### config.mk
export PLATFORM = sky130hd
export DESIGN_NAME = i2c_burst_master
export DESIGN_NICKNAME = d
export VERILOG_FILES = /design/src/rtl/i2cm_pkg.sv /design/src/rtl/i2cm_tick.sv /design/src/rtl/i2cm_sticky.sv /design/src/rtl/i2c_burst_master.sv
export SDC_FILE = /design/constraint.sdc
export NUM_CORES = 1
export LEC_CHECK = 0
export BUFFER_PORTS_ARGS = -buffer_cell sky130_fd_sc_hd__buf_2
export CAP_MARGIN = 40
export CORE_ASPECT_RATIO = 1.4
export CORE_MARGIN = 5
export CORE_UTILIZATION = 49
export CTS_BUF_LIST = sky130_fd_sc_hd__clkbuf_8 sky130_fd_sc_hd__clkbuf_16
export DETAILED_ROUTE_END_ITERATION = 8
export PLACE_DENSITY = 0.74
export SYNTH_ARGS = -nofsm -noshare
export SYNTH_HDL_FRONTEND = slang
export SYNTH_HIERARCHICAL = 1
export SYNTH_SLANG_ARGS = --single-unit
### constraint.sdc
create_clock -name clk -period 3 [get_ports clk]
set_clock_uncertainty 0.05 [all_clocks]
set_input_delay 0.3 -clock clk [delete_from_list [all_inputs] [get_ports clk]]
set_output_delay 0.3 -clock clk [all_outputs]
set_load 0.01 [all_outputs]
### src/rtl/i2cm_pkg.sv
package i2cm_pkg;
    localparam int BUF_BYTES = 4;
    localparam int LEN_W     = $clog2(BUF_BYTES);
    localparam int NSTAT     = 4;
    localparam int SB_STOP   = 0;
    localparam int SB_LOST   = 1;
    localparam int SB_INCOMP = 2;
    localparam int SB_ABORT  = 3;

    typedef enum logic [2:0] {
        ST_IDLE  = 3'd0,
        ST_START = 3'd1,
        ST_ADDR  = 3'd2,
        ST_DATA  = 3'd3,
        ST_STOP  = 3'd4,
        ST_HOLD  = 3'd5
    } eng_state_e;

    typedef struct packed {
        eng_state_e                 st;
        logic [1:0]                 qph;
        logic [3:0]                 bitn;
        logic [LEN_W-1:0]           idx;
        logic [LEN_W-1:0]           last;
        logic                       rd;
        logic                       chain;
        logic [7:0]                 sh;
        logic [8*BUF_BYTES-1:0]     txb;
        logic [8*BUF_BYTES-1:0]     rxb;
        logic                       avail;
        logic                       scl_lo;
        logic                       sda_lo;
    } eng_t;
endpackage

### src/rtl/i2cm_tick.sv
module i2cm_tick #(
    parameter int DIV_W    = 8,
    parameter int STD_QTR  = 25,
    parameter int FAST_QTR = 6
) (
    input  logic             clk,
    input  logic             rst_n,
    input  logic             en,
    input  logic             fast,
    input  logic [DIV_W-1:0] div,
    output logic             tick
);
    localparam int QMAX = (STD_QTR > FAST_QTR) ? STD_QTR : FAST_QTR;
    localparam int CW   = DIV_W + $clog2(QMAX) + 1;

    logic [CW-1:0] lim;
    logic [CW-1:0] cnt_d, cnt_q;

    always_comb begin
        lim   = (CW'(div) + CW'(1)) * (fast ? CW'(FAST_QTR) : CW'(STD_QTR));
        tick  = en && (cnt_q == lim - CW'(1));
        cnt_d = cnt_q + CW'(1);
        if (!en || tick) cnt_d = '0;
    end

    always_ff @(posedge clk or negedge rst_n) begin
        if (!rst_n) cnt_q <= '0;
        else        cnt_q <= cnt_d;
    end

    // while idle the counter stays at zero, so each command starts on a full quarter
    p_idle_counter_r11: assert property (@(posedge clk) disable iff (!rst_n)
        !en |=> cnt_q == '0);
endmodule

### src/rtl/i2cm_sticky.sv
module i2cm_sticky #(
    parameter int N = 4
) (
    input  logic         clk,
    input  logic         rst_n,
    input  logic [N-1:0] set,
    input  logic [N-1:0] clr,
    output logic [N-1:0] q
);
    logic [N-1:0] q_d, q_q;

    for (genvar i = 0; i < N; i++) begin : g_bit
        always_comb begin
            q_d[i] = q_q[i];
            if (clr[i]) q_d[i] = 1'b0;
            if (set[i]) q_d[i] = 1'b1;
        end

        p_set_wins_r3: assert property (@(posedge clk) disable iff (!rst_n)
            set[i] |=> q[i]);
        p_w1c_r12: assert property (@(posedge clk) disable iff (!rst_n)
            clr[i] && !set[i] |=> !q[i]);
    end

    always_ff @(posedge clk or negedge rst_n) begin
        if (!rst_n) q_q <= '0;
        else        q_q <= q_d;
    end

    assign q = q_q;
endmodule

### src/rtl/i2c_burst_master.sv
module i2c_burst_master
    import i2cm_pkg::*;
#(
    parameter int DIV_W    = 8,
    parameter int STD_QTR  = 25,
    parameter int FAST_QTR = 6
) (
    input  logic                   clk,
    input  logic                   rst_n,
    input  logic [6:0]             taddr,
    input  logic [DIV_W-1:0]       clk_div,
    input  logic                   fast_mode,
    input  logic                   cmd_go,
    input  logic                   cmd_read,
    input  logic                   cmd_chain,
    input  logic                   cmd_rstart,
    input  logic [LEN_W-1:0]       cmd_len,
    input  logic [8*BUF_BYTES-1:0] cmd_wdata,
    input  logic                   flush,
    input  logic [NSTAT-1:0]       clr_stat,
    input  logic                   sda_in,
    output logic                   scl_pull,
    output logic                   sda_pull,
    output logic                   pending,
    output logic                   data_avail,
    output logic [8*BUF_BYTES-1:0] rx_data,
    output logic [NSTAT-1:0]       stat,
    output logic                   err
);
    eng_t             eng_d, eng_q;
    logic [NSTAT-1:0] stat_set;
    logic             tick;
    logic             sending, ack_bit, last_byte;
    logic [LEN_W-1:0] nxt_idx;

    assign pending = (eng_q.st != ST_IDLE) && (eng_q.st != ST_HOLD);

    i2cm_tick #(.DIV_W(DIV_W), .STD_QTR(STD_QTR), .FAST_QTR(FAST_QTR)) u_tick (
        .clk(clk), .rst_n(rst_n), .en(pending), .fast(fast_mode),
        .div(clk_div), .tick(tick)
    );

    i2cm_sticky #(.N(NSTAT)) u_stat (
        .clk(clk), .rst_n(rst_n), .set(stat_set), .clr(clr_stat), .q(stat)
    );

    always_comb begin
        eng_d     = eng_q;
        stat_set  = '0;
        sending   = (eng_q.st == ST_ADDR) || !eng_q.rd;
        ack_bit   = (eng_q.bitn == 4'd8);
        last_byte = (eng_q.idx == eng_q.last);
        nxt_idx   = eng_q.idx + LEN_W'(1);

        if (flush) begin
            eng_d.rxb   = '0;
            eng_d.avail = 1'b0;
            if (pending && eng_q.st != ST_STOP) begin
                stat_set[SB_ABORT] = 1'b1;
                eng_d.st  = ST_STOP;
                eng_d.qph = 2'd0;
            end
        end else if (cmd_go && !pending) begin
            eng_d.txb   = cmd_wdata;
            eng_d.rd    = cmd_read;
            eng_d.chain = cmd_chain;
            eng_d.last  = cmd_len;
            eng_d.idx   = '0;
            eng_d.rxb   = '0;
            eng_d.avail = 1'b0;
            eng_d.qph   = 2'd0;
            eng_d.bitn  = 4'd0;
            if (eng_q.st == ST_HOLD && !cmd_rstart) begin
                eng_d.st = ST_DATA;
                eng_d.sh = cmd_read ? 8'h00 : cmd_wdata[7:0];
            end else begin
                eng_d.st = ST_START;
            end
        end else if (tick) begin
            eng_d.qph = eng_q.qph + 2'd1;
            unique case (eng_q.st)
                ST_START: begin
                    unique case (eng_q.qph)
                        2'd0: begin eng_d.scl_lo = 1'b1; eng_d.sda_lo = 1'b0; end
                        2'd1: eng_d.scl_lo = 1'b0;
                        2'd2: eng_d.sda_lo = 1'b1;
                        default: begin
                            eng_d.scl_lo = 1'b1;
                            eng_d.st     = ST_ADDR;
                            eng_d.bitn   = 4'd0;
                            eng_d.sh     = {taddr, eng_q.rd};
                        end
                    endcase
                end
                ST_ADDR, ST_DATA: begin
                    unique case (eng_q.qph)
                        2'd0: begin
                            if (ack_bit) eng_d.sda_lo = !sending && !(last_byte && !eng_q.chain);
                            else         eng_d.sda_lo = sending && !eng_q.sh[7];
                        end
                        2'd1: eng_d.scl_lo = 1'b0;
                        2'd2: begin
                            if (!ack_bit) begin
                                if (sending && !eng_q.sda_lo && !sda_in) begin
                                    stat_set[SB_LOST] = 1'b1;
                                    eng_d.st     = ST_IDLE;
                                    eng_d.qph    = 2'd0;
                                    eng_d.scl_lo = 1'b0;
                                    eng_d.sda_lo = 1'b0;
                                end else begin
                                    eng_d.sh = {eng_q.sh[6:0], sda_in};
                                end
                            end else if (sending && sda_in) begin
                                stat_set[SB_INCOMP] = 1'b1;
                                eng_d.st  = ST_STOP;
                                eng_d.qph = 2'd0;
                            end
                        end
                        default: begin
                            eng_d.scl_lo = 1'b1;
                            if (!ack_bit) begin
                                eng_d.bitn = eng_q.bitn + 4'd1;
                            end else begin
                                eng_d.bitn = 4'd0;
                                if (eng_q.st == ST_ADDR) begin
                                    eng_d.st  = ST_DATA;
                                    eng_d.idx = '0;
                                    eng_d.sh  = eng_q.rd ? 8'h00 : eng_q.txb[7:0];
                                end else begin
                                    if (eng_q.rd) eng_d.rxb[8*eng_q.idx +: 8] = eng_q.sh;
                                    if (last_byte) begin
                                        eng_d.avail = eng_q.rd;
                                        eng_d.st    = eng_q.chain ? ST_HOLD : ST_STOP;
                                    end else begin
                                        eng_d.idx = nxt_idx;
                                        eng_d.sh  = eng_q.txb[8*nxt_idx +: 8];
                                    end
                                end
                            end
                        end
                    endcase
                end
                ST_STOP: begin
                    unique case (eng_q.qph)
                        2'd0: begin eng_d.scl_lo = 1'b1; eng_d.sda_lo = 1'b1; end
                        2'd1: eng_d.scl_lo = 1'b0;
                        2'd2: eng_d.sda_lo = 1'b0;
                        default: begin
                            eng_d.st = ST_IDLE;
                            stat_set[SB_STOP] = 1'b1;
                        end
                    endcase
                end
                default: ;
            endcase
        end
    end

    always_ff @(posedge clk or negedge rst_n) begin
        if (!rst_n) eng_q <= '0;
        else        eng_q <= eng_d;
    end

    assign scl_pull   = eng_q.scl_lo;
    assign sda_pull   = eng_q.sda_lo;
    assign data_avail = eng_q.avail;
    assign rx_data    = eng_q.rxb;
    assign err        = |stat[NSTAT-1:1];

    p_go_ignored_r10: assert property (@(posedge clk) disable iff (!rst_n)
        pending && cmd_go && !flush |=> $stable(eng_q.txb));
    p_lost_release_r8: assert property (@(posedge clk) disable iff (!rst_n)
        $rose(stat[SB_LOST]) |-> !scl_pull && !sda_pull && !pending);
    p_stop_ends_r3: assert property (@(posedge clk) disable iff (!rst_n)
        $rose(stat[SB_STOP]) |-> !pending);
    p_hold_clock_r4: assert property (@(posedge clk) disable iff (!rst_n)
        eng_q.st == ST_HOLD |-> scl_pull);
    p_nack_stop_r7: assert property (@(posedge clk) disable iff (!rst_n)
        $rose(stat[SB_INCOMP]) |-> eng_q.st == ST_STOP);
endmodule

==> results of run 1 <==
worst min path at each step:
stage,end,slack (ns),depth (start not counted)
after floorplan,data_avail,-0.05,0
after global placement,rx_data[26],0.27,1
after detailed placement,rx_data[26],0.28,1
after CTS,eng_q[54],0.11,2
after global routing,eng_q[56],0.11,2
final,eng_q[54],0.12,2
worst max-delay path: cells and delay by family:
kind                     cells  cell delay (ns)
AO/OA/AOI/OAI                5             0.99
AND/OR/NAND/NOR              9             1.64
adder cells (fa/ha/maj)      5             1.83
multiplexers                 1             0.30
XOR/XNOR                     1             0.09
buffers and inverters        3             0.32
area by class of cell:
type / instances / share of cell area [%]
clock buffers: 9 / 2.272
clock inverters: 7 / 1.010
inverters: 77 / 2.916
multi-input cells: 535 / 49.69
flip-flops and latches: 108 / 27.27
well taps: 196 / 2.474
repair buffers: 209 / 14.37
sequential cells by signal (all words and copies together) (netlist names):
| signal | flops |
|---|---|
| data_avail | 1 |
| u_stat/q | 4 |
| u_tick/cnt_q | 14 |
| rx_data | 32 |
| sda_pull | 1 |
| eng_q | 55 |
| scl_pull | 1 |
cell usage after synthesis, types with 13 or more instances:
master / n
a21oi_1: 31
a22o_1: 18
and3_1: 16
buf_4: 32
clkbuf_1: 19
dfrtp_1: 108
fa_1: 24
ha_1: 36
inv_1: 77
mux2_2: 46
nand2_1: 44
nand3_1: 33
nor2_1: 32
nor3_1: 13
o21ai_0: 38
xnor2_1: 29
xor2_1: 15
power by group through the flow:
stage / logic, mW / registers (mW) / clock network (mW)
after detailed placement: 3.87 / 2.24 / 0
after floorplan: 2.83 / 2.09 / 0
final: 4.43 / 2.22 / 1.29
after CTS: 4.09 / 2.21 / 1.31
after global routing: 4.83 / 2.27 / 1.38
after global placement: 3.78 / 2.22 / 0
metrics by stage:
step	instances	TNS, ns	utilization (%)
3_5_place_dp	1105	-182.63	57.50
3_3_place_gp	1105	-178.08	57.50
5_1_grt	1141	-157.11	63.78
6_report	1141	-144.26	63.78
2_1_floorplan	786	-146.16	-
4_1_cts	1130	-137.84	61.35
layout by cell type, fill, tap and decap left out, drive strengths merged, types with 3 or more instances in the layout:
cell type,instances
a21oi,31
and4,4
o311ai,3
nor2b,9
fa,24
xor2,15
xnor2,29
mux2i,11
a21boi,3
buf,208
o22ai,5
or2,8
mux4,6
o21ai,39
inv,82
mux2,46
nor4,4
a311oi,3
clkbuf,9
nand2b,9
and2,20
and3,16
a221oi,7
dfrtp,108
nor3,13
ha,36
a21o,6
a2111oi,3
a211oi,4
nand4,6
o211ai,6
a22o,18
a31oi,9
nand2,44
or3,6
nand3,33
nor2,32
cell families (layout without fill, tap and decap cells):
logic type	after synthesis	in the layout	synth area share, %
xor+xnor	44	44	5.010
compound gates	152	152	13.57
buf+inv	143	302	8.913
flops	108	108	35.13
other cells	1	1	0.04875
mux	63	63	9.922
fa+ha+maj	60	60	12.10
simple gates	215	215	15.31
what timing repair did:
action / 4_1_cts / 5_1_grt
hold buffers: 1 / 0
pin swaps: 29 / 24
setup buffers: 8 / 12
endpoints found under the setup margin: 71 / 71
gates cloned: 0 / 0
gates resized for setup: 49 / 65
hold endpoints to repair: 41 / 0
per-layer routing:
metal	share of wire [%]	wire length [microns]	vias up
li1	-	-	3020
met5	0	0	-
met1	37	7467	3118
met2	55	10890	181
met4	3.4	677	0
met3	4.6	915	58
==> results.txt, run 1 <==
* Max stage delay on crit path: 0.51 ns
- Max-cap violations in this run came to 0.
* Worst R2R Path Depth: 13
* Antenna viol nets, final: 0
- Clock tree root buffer cell: clkbuf_16
- Data on the critical path arrives at its endpoint at 5.49 ns.
* Data required time of the critical path: ~3.2 ns
- The first TritonRoute pass finished after 5 iterations.
- Port Buf Inserts: 102
- The region available for standard cell placement spans 15540 sq um.
- Summing all non-filler instances in the final layout gives an area of 9911 sq um.
* Portion of the clock cycle consumed by the worst path in the final layout: 176.6%
- Main area contributors after synthesis: dfrtp_1 35%, mux2_2 6.7%, fa_1 6.2%, ha_1 5.9%, inv_1 3.8%
- Along the worst path, the maximum fanout reaches 8.
- Internal portion of total power: 4.736 mW
- Mapped Area: between 7000 and 8000 sq um
- Sequential cells account for 28.0% of the total power.
- Number of buffers on the longest clock path: 2
- The initial antenna violation count was 0.
- Routed wire per std cell: 17.48 microns
- Category of the worst setup path capture point: flip-flop
- In the post-route analysis, the smallest setup slack over all paths is -2.299 ns.
- Portion of the post-synthesis area used by sequential elements: a little over a third
- The tightest min-delay check is of the in2reg type.
* Area enclosed by the die boundary: 18340 sq um
- Clock network power share: 16.2%
* Width of the die: ~120 microns
- The clock tree synthesis step divided the H-tree into 3 levels.
- The analysis attributes to cell leakage a power of 4.767 nW.
- Final period demand of the worst path: 5.299 ns
- Syn Inst Count: 786
- Cell Rows: 54
- Fill cells: 1235
- The number of nets handed over by synthesis was 908.
- The first global-routing pass estimated 32040 microns of wire.
- Startpoint of the lowest-slack register-to-register path: u_tick/cnt_q[11]
- Global routing usage on met1: 25.40%
- Summed over its instances, the top area cell type makes up between 30% and 40% of the synthesized netlist area.
- Prior to clock tree synthesis, the placed netlist has a worst setup slack of -2.925 ns.
- Across all hold checks on the routed design, the worst slack comes to 0.1213 ns.
- The design draws 7.940 mW.
* Violated checks: setup timing
- The area growth from synthesis to layout is 28.84%.
- Detailed placement ended at an HPWL of 14890 microns.
- Clock-pin slew was measured on the worst setup and hold paths at roughly 0.080 ns.
* Starting utilization of the core area: between 40% and 50%
- Synthesis instantiated 69 different standard cells from the library.
- Final RePlAce weighted congestion: 0.9002
* Result of the run: finished with violations
- Overall track demand over capacity in global routing: 21.90%
* Power per standard cell area: 801.2 nW/um^2
* Critical-path cell list: buf_8 -> ha_4 -> nand3_4 -> nor2_4 -> xnor2_4 -> or2_4 -> fa_1 -> fa_1 -> fa_1 -> inv_2 -> ha_4 -> a21o_1 -> and2_4 -> or3_4 -> and3_4 -> a2111oi_4 -> nand3_2 -> nor2_4 -> nand2b_4 -> o22ai_4 -> o311ai_4 -> a2111oi_4 -> buf_12 -> mux2_4
- Synthesized flop and latch total: 108
- Max IR drop VDD: 555.8 uV
- The clock drives 108 sinks.
- After detailed routing, the number of vias per cell comes to about 5.6.
* Largest net degree at the start of global routing: 45
* TritonCTS clock tree: built
- Die height: 158.3 microns
* RSZ-0062 raised after global routing: true
* Fin nets: 1062
- Register-to-Register Setup Slack: -0.01 ns
* Count of endpoints failing hold in the final timing report: 0
* Mapped Avg Cell Area: slightly below 10 sq um
- After global routing, the most crowded layer is met2.
* Kind of launch point of the worst setup path: input port
- GR Layer Usage met3: 4.030%
* Number of buffers created by CTS: 9
* YS warnings: 6
- Post-placement cell area: 8936 sq um
- In the routed design, unresolved DRC markers number 0.
* GRT met2 Usage: ~40%
* Max-slew headroom at the worst pin: ~58%
- Fmax: around 190 MHz
* Proportion of synthesized flip-flops having asynchronous set or reset: 100.0%
- The later pin in the worst-skew pair is clocked with a latency of around 0.36 ns.
* Slowest cell on the critical path: fa_1
- Final setup violating endpoints: 71
- Summing all flip-flop and latch instances after layout gives 2703 sq um.
* Fraction of final layout cells with drive strength greater than 1: approximately 40%
- Grt ovf: 0
* Critical setup path kind: in2reg
- Actual transition at the worst max-transition pin: 0.6302 ns
- In this run the most critical hold path is launched from cmd_wdata[19].
* Switching share of power: around 40%
- The number of max-slew violations in the final report came to 0.
- In the synthesized netlist the dominant register cell turns out to be dfrtp_1.
- Count of flip-flops with a built-in enable after synthesis: 0
- In this run the worst setup path begins at clk_div[0].
* Power dissipated by switching net loads: 3.204 mW
- Final Routed Wirelength: 19950 microns
- In this run, the number of DRC markers left after iteration 0 of detailed routing was 389.
- The number of global-route vias before repair is 6627.
- # diodes: 0
* Relative contribution of combinational cells to total power: 55.8%
- Area of the multi-input gates: a little under 5000 sq um
- In this run the critical register-to-register path is captured at eng_q[67].
- Synth area leader: dfrtp_1
- The final route contains 6377 vias.
- The critical path ends at eng_q[67].
- Most Frequent Cell on Critical Path: fa_1
- # IOs: slightly above 100
(Power assumes the default switching activity.)
==> inputs of run 2 (changes only) <==
PLACE_DENSITY = default   (was 0.74)
PLACE_DENSITY_LB_ADDON = 0.3   (was default)
==> run 2 against run 1 <==
The flow still finishes with violations (setup timing). Die area stayed put. Wire length is 0.37% lower. Worst hold slack worse by 0.0043 ns. Global-route usage is 0.50 points lower. Core utilization is 0.63 points higher. Cell count is 0.26% higher. Fmax is 0.76% lower. Largest power group unchanged. Highest routed layer unchanged.
==> results.txt, run 2 (synthesis gave the netlist of run 1 again) <==
- The row count was 54 (unchanged).
- The post-layout net count was 1066 (was 1062).
* Hold slack: 0.1170 ns (was 0.1213 ns)
* Total number of clock tree sinks: 108 (unchanged)
- The area of all placed cells without fillers was 10010 sq um (was 9911 sq um).
- Width of the die: 115.9 microns (unchanged)
* Port Buf Inserts: 102 (unchanged)
* Kind of launch point of the worst setup path: input port (unchanged)
- The pin count of the biggest net entering global routing came to 68 (was 45).
- The initial antenna violation count came to 0 (unchanged).
- The biggest fanout along the worst timing path is 8 (unchanged).
- Final slew viol count: 0 (unchanged)
* Clock tree root buffer cell: clkbuf_16 (unchanged)
- The synthesis-to-finish area growth came to 30.11% (was 28.84%).
- The area of placed instances came to 9029 sq um (was 8936 sq um).
- 1st-pass router iterations: 5 (unchanged)
- The startpoint of the worst hold path is cmd_wdata[24] (was cmd_wdata[19]).
- Post-DP HPWL: 14710 microns (was 14890 microns)
* Max stage delay on crit path: 0.54 ns (was 0.51 ns)
* Max IR drop VDD: 437.7 uV (was 555.8 uV)
- Fill cells: 1261 (was 1235)
- The area of the core region is 15540 sq um (unchanged).
* Number of global-route vias before repair: 6515 (was 6627)
- Die height: 158.3 microns (unchanged)
- The wire length of the first global-routing pass is 31460 microns (was 32040 microns).
* Critical setup path kind: in2reg (unchanged)
* Clock transition time at the flip-flop clock pins of the worst setup and hold paths: 0.08 ns (about the same)
* Power per standard cell area: 792.9 nW/um^2 (was 801.2 nW/um^2)
- Data required time of the critical path: 3.22 ns (was 3.19 ns)
- Register name with the most flops: eng_q (unchanged)
- The overall via count from detail_route came to 6369 (was 6377).
* # diodes: 0 (unchanged)
* Critical path origin: clk_div[0] (unchanged)
- Final setup violating endpoints: 71 (unchanged)
- The total detailed-routing wirelength came to 19880 microns (was 19950 microns).
- The area of the die was 18340 sq um (unchanged).
* Count of endpoints failing hold in the final timing report: 0 (unchanged)
- The number of H-tree branching levels was 3 (unchanged).
- Worst path setup slack after routing: -2.340 ns (was -2.299 ns)
- The number of nets still failing antenna checks after routing is 0 (unchanged).
- The total clock buffers created by CTS is 9 (unchanged).
- TritonCTS clock tree: built (unchanged)
- Overall track demand over capacity in global routing: 21.40% (was 21.90%)
* Actual transition at the worst max-transition pin: 0.8463 ns (was 0.6302 ns)
* Worst min-delay path class: in2reg (unchanged)
* Max-cap violation count: 0 (unchanged)
* Post-detailed-route via-to-cell ratio: 5.567 (was 5.589)
* Crit path buf inv count: 5 (was 3)
- The insertion delay to the later sink of the worst-skew pair is 0.36 ns (about the same).
* Routed wire per std cell: 17.37 microns (was 17.48 microns)
- The static power due to leakage is 4.766 nW (was 4.767 nW).
- The number of flip-flops under the largest register name is 55 (unchanged).
- Fraction of final layout cells with drive strength greater than 1: 41.88% (was 40.11%)
* Worst slack at placement: -2.918 ns (was -2.925 ns)
* Starting utilization of the core area: 49.50% (unchanged)
- Top library cells by usage in the layout, fill and taps aside: 108 x dfrtp_1, 96 x buf_2, 93 x buf_4, 73 x inv_1, 40 x nand2_1 (was 108 x dfrtp_1, 96 x buf_2, 94 x buf_4, 71 x inv_1, 40 x nand2_1)
* Violated checks: setup timing (unchanged)
- Final period demand of the worst path: 5.340 ns (was 5.299 ns)
* Portion of the clock cycle consumed by the worst path in the final layout: 178.0% (was 176.6%)
* DRC Markers: 0 (unchanged)
* Critical path arrival: 5.56 ns (was 5.49 ns)
* Slowest cell on the critical path: fa_1 (unchanged)
* Drt initial violations: 457 (was 389)
- Fmax: 187.3 MHz (was 188.7 MHz)
- RSZ-0062 raised after global routing: true (unchanged).
- The remaining max-slew budget at the tightest pin was 43.58% (was 57.90%).
- The setup TNS is -143.80 ns (was -144.26 ns).
- Power Total: 7.935 mW (was 7.940 mW)
* Final RePlAce weighted congestion: 0.9631 (was 0.9002)
- The family with the most delay on the worst path is adder cells (unchanged).
- The most frequent standard cell in the layout excluding fill and tap cells is dfrtp_1 (unchanged).
* Grt ovf: 0 (unchanged)
- # IOs: 103 (unchanged)
- The type of destination of the critical path is a flip-flop (unchanged).
- The clock tree buffer depth was 2 (unchanged).
- Result of the run: finished with violations (unchanged)
- Startpoint of the lowest-slack register-to-register path: u_tick/cnt_q[11] (unchanged)
run 2: per-stage QoR:
stage | std cells | utilization (%)
after global placement | 1114 | 58.10
final | 1144 | 64.40
after CTS | 1137 | 61.74
after floorplan | 786 | -
after detailed placement | 1114 | 58.10
after global routing | 1144 | 64.40
run 2: worst paths after layout:
path,to,slack [ns],depth (start not counted)
setup / recovery,rx_data[30],-2.34,26
hold / removal,eng_q[59],0.12,2
setup reg to reg,rx_data[30],0.02,15
hold reg to reg,u_stat/q[0],0.42,1
max in group asynchronous,u_tick/cnt_q[11],1.68,3
min in group asynchronous,rx_data[13],0.42,2
run 2: cell type report:
cell class | count | area, sq um | share of cell area [%]
Multi-Input combinational cell | 535 | 4985 | 49.81
Clock buffer | 9 | 225.2 | 2.250
Timing Repair Buffer | 213 | 1500 | 14.99
Tap cell | 196 | 245.2 | 2.450
Inverter | 77 | 291.5 | 2.913
Clock inverter | 6 | 58.81 | 0.5876
Sequential cell | 108 | 2703 | 27.00
run 2: per-layer routing:
layer,wire [microns],GRT usage (%),vias up
li1,-,-,3017
met1,8197,27.78,3072
met5,0,0,-
met2,9822,36.10,220
met3,1134,3.080,60
met4,722,8.292,0
run 2: timing repair:
item | 4_1_cts | 5_1_grt
setup endpoints to repair | 71 | 71
resized for setup | 59 | 81
cloned | 1 | 1
hold buffers | 1 | 0
setup buffers | 6 | 7
pin swaps | 34 | 38
hold endpoints to repair | 41 | 0
run 2: report_power, final:
group	total (mW)	leakage, nW	internal, mW	switching (mW)
Sequential	2.26	1.40	1.83	0.431
Clock	1.16	0.136	0.577	0.586
Combinational	4.51	3.23	2.26	2.25
Total	7.94	4.77	4.67	3.26
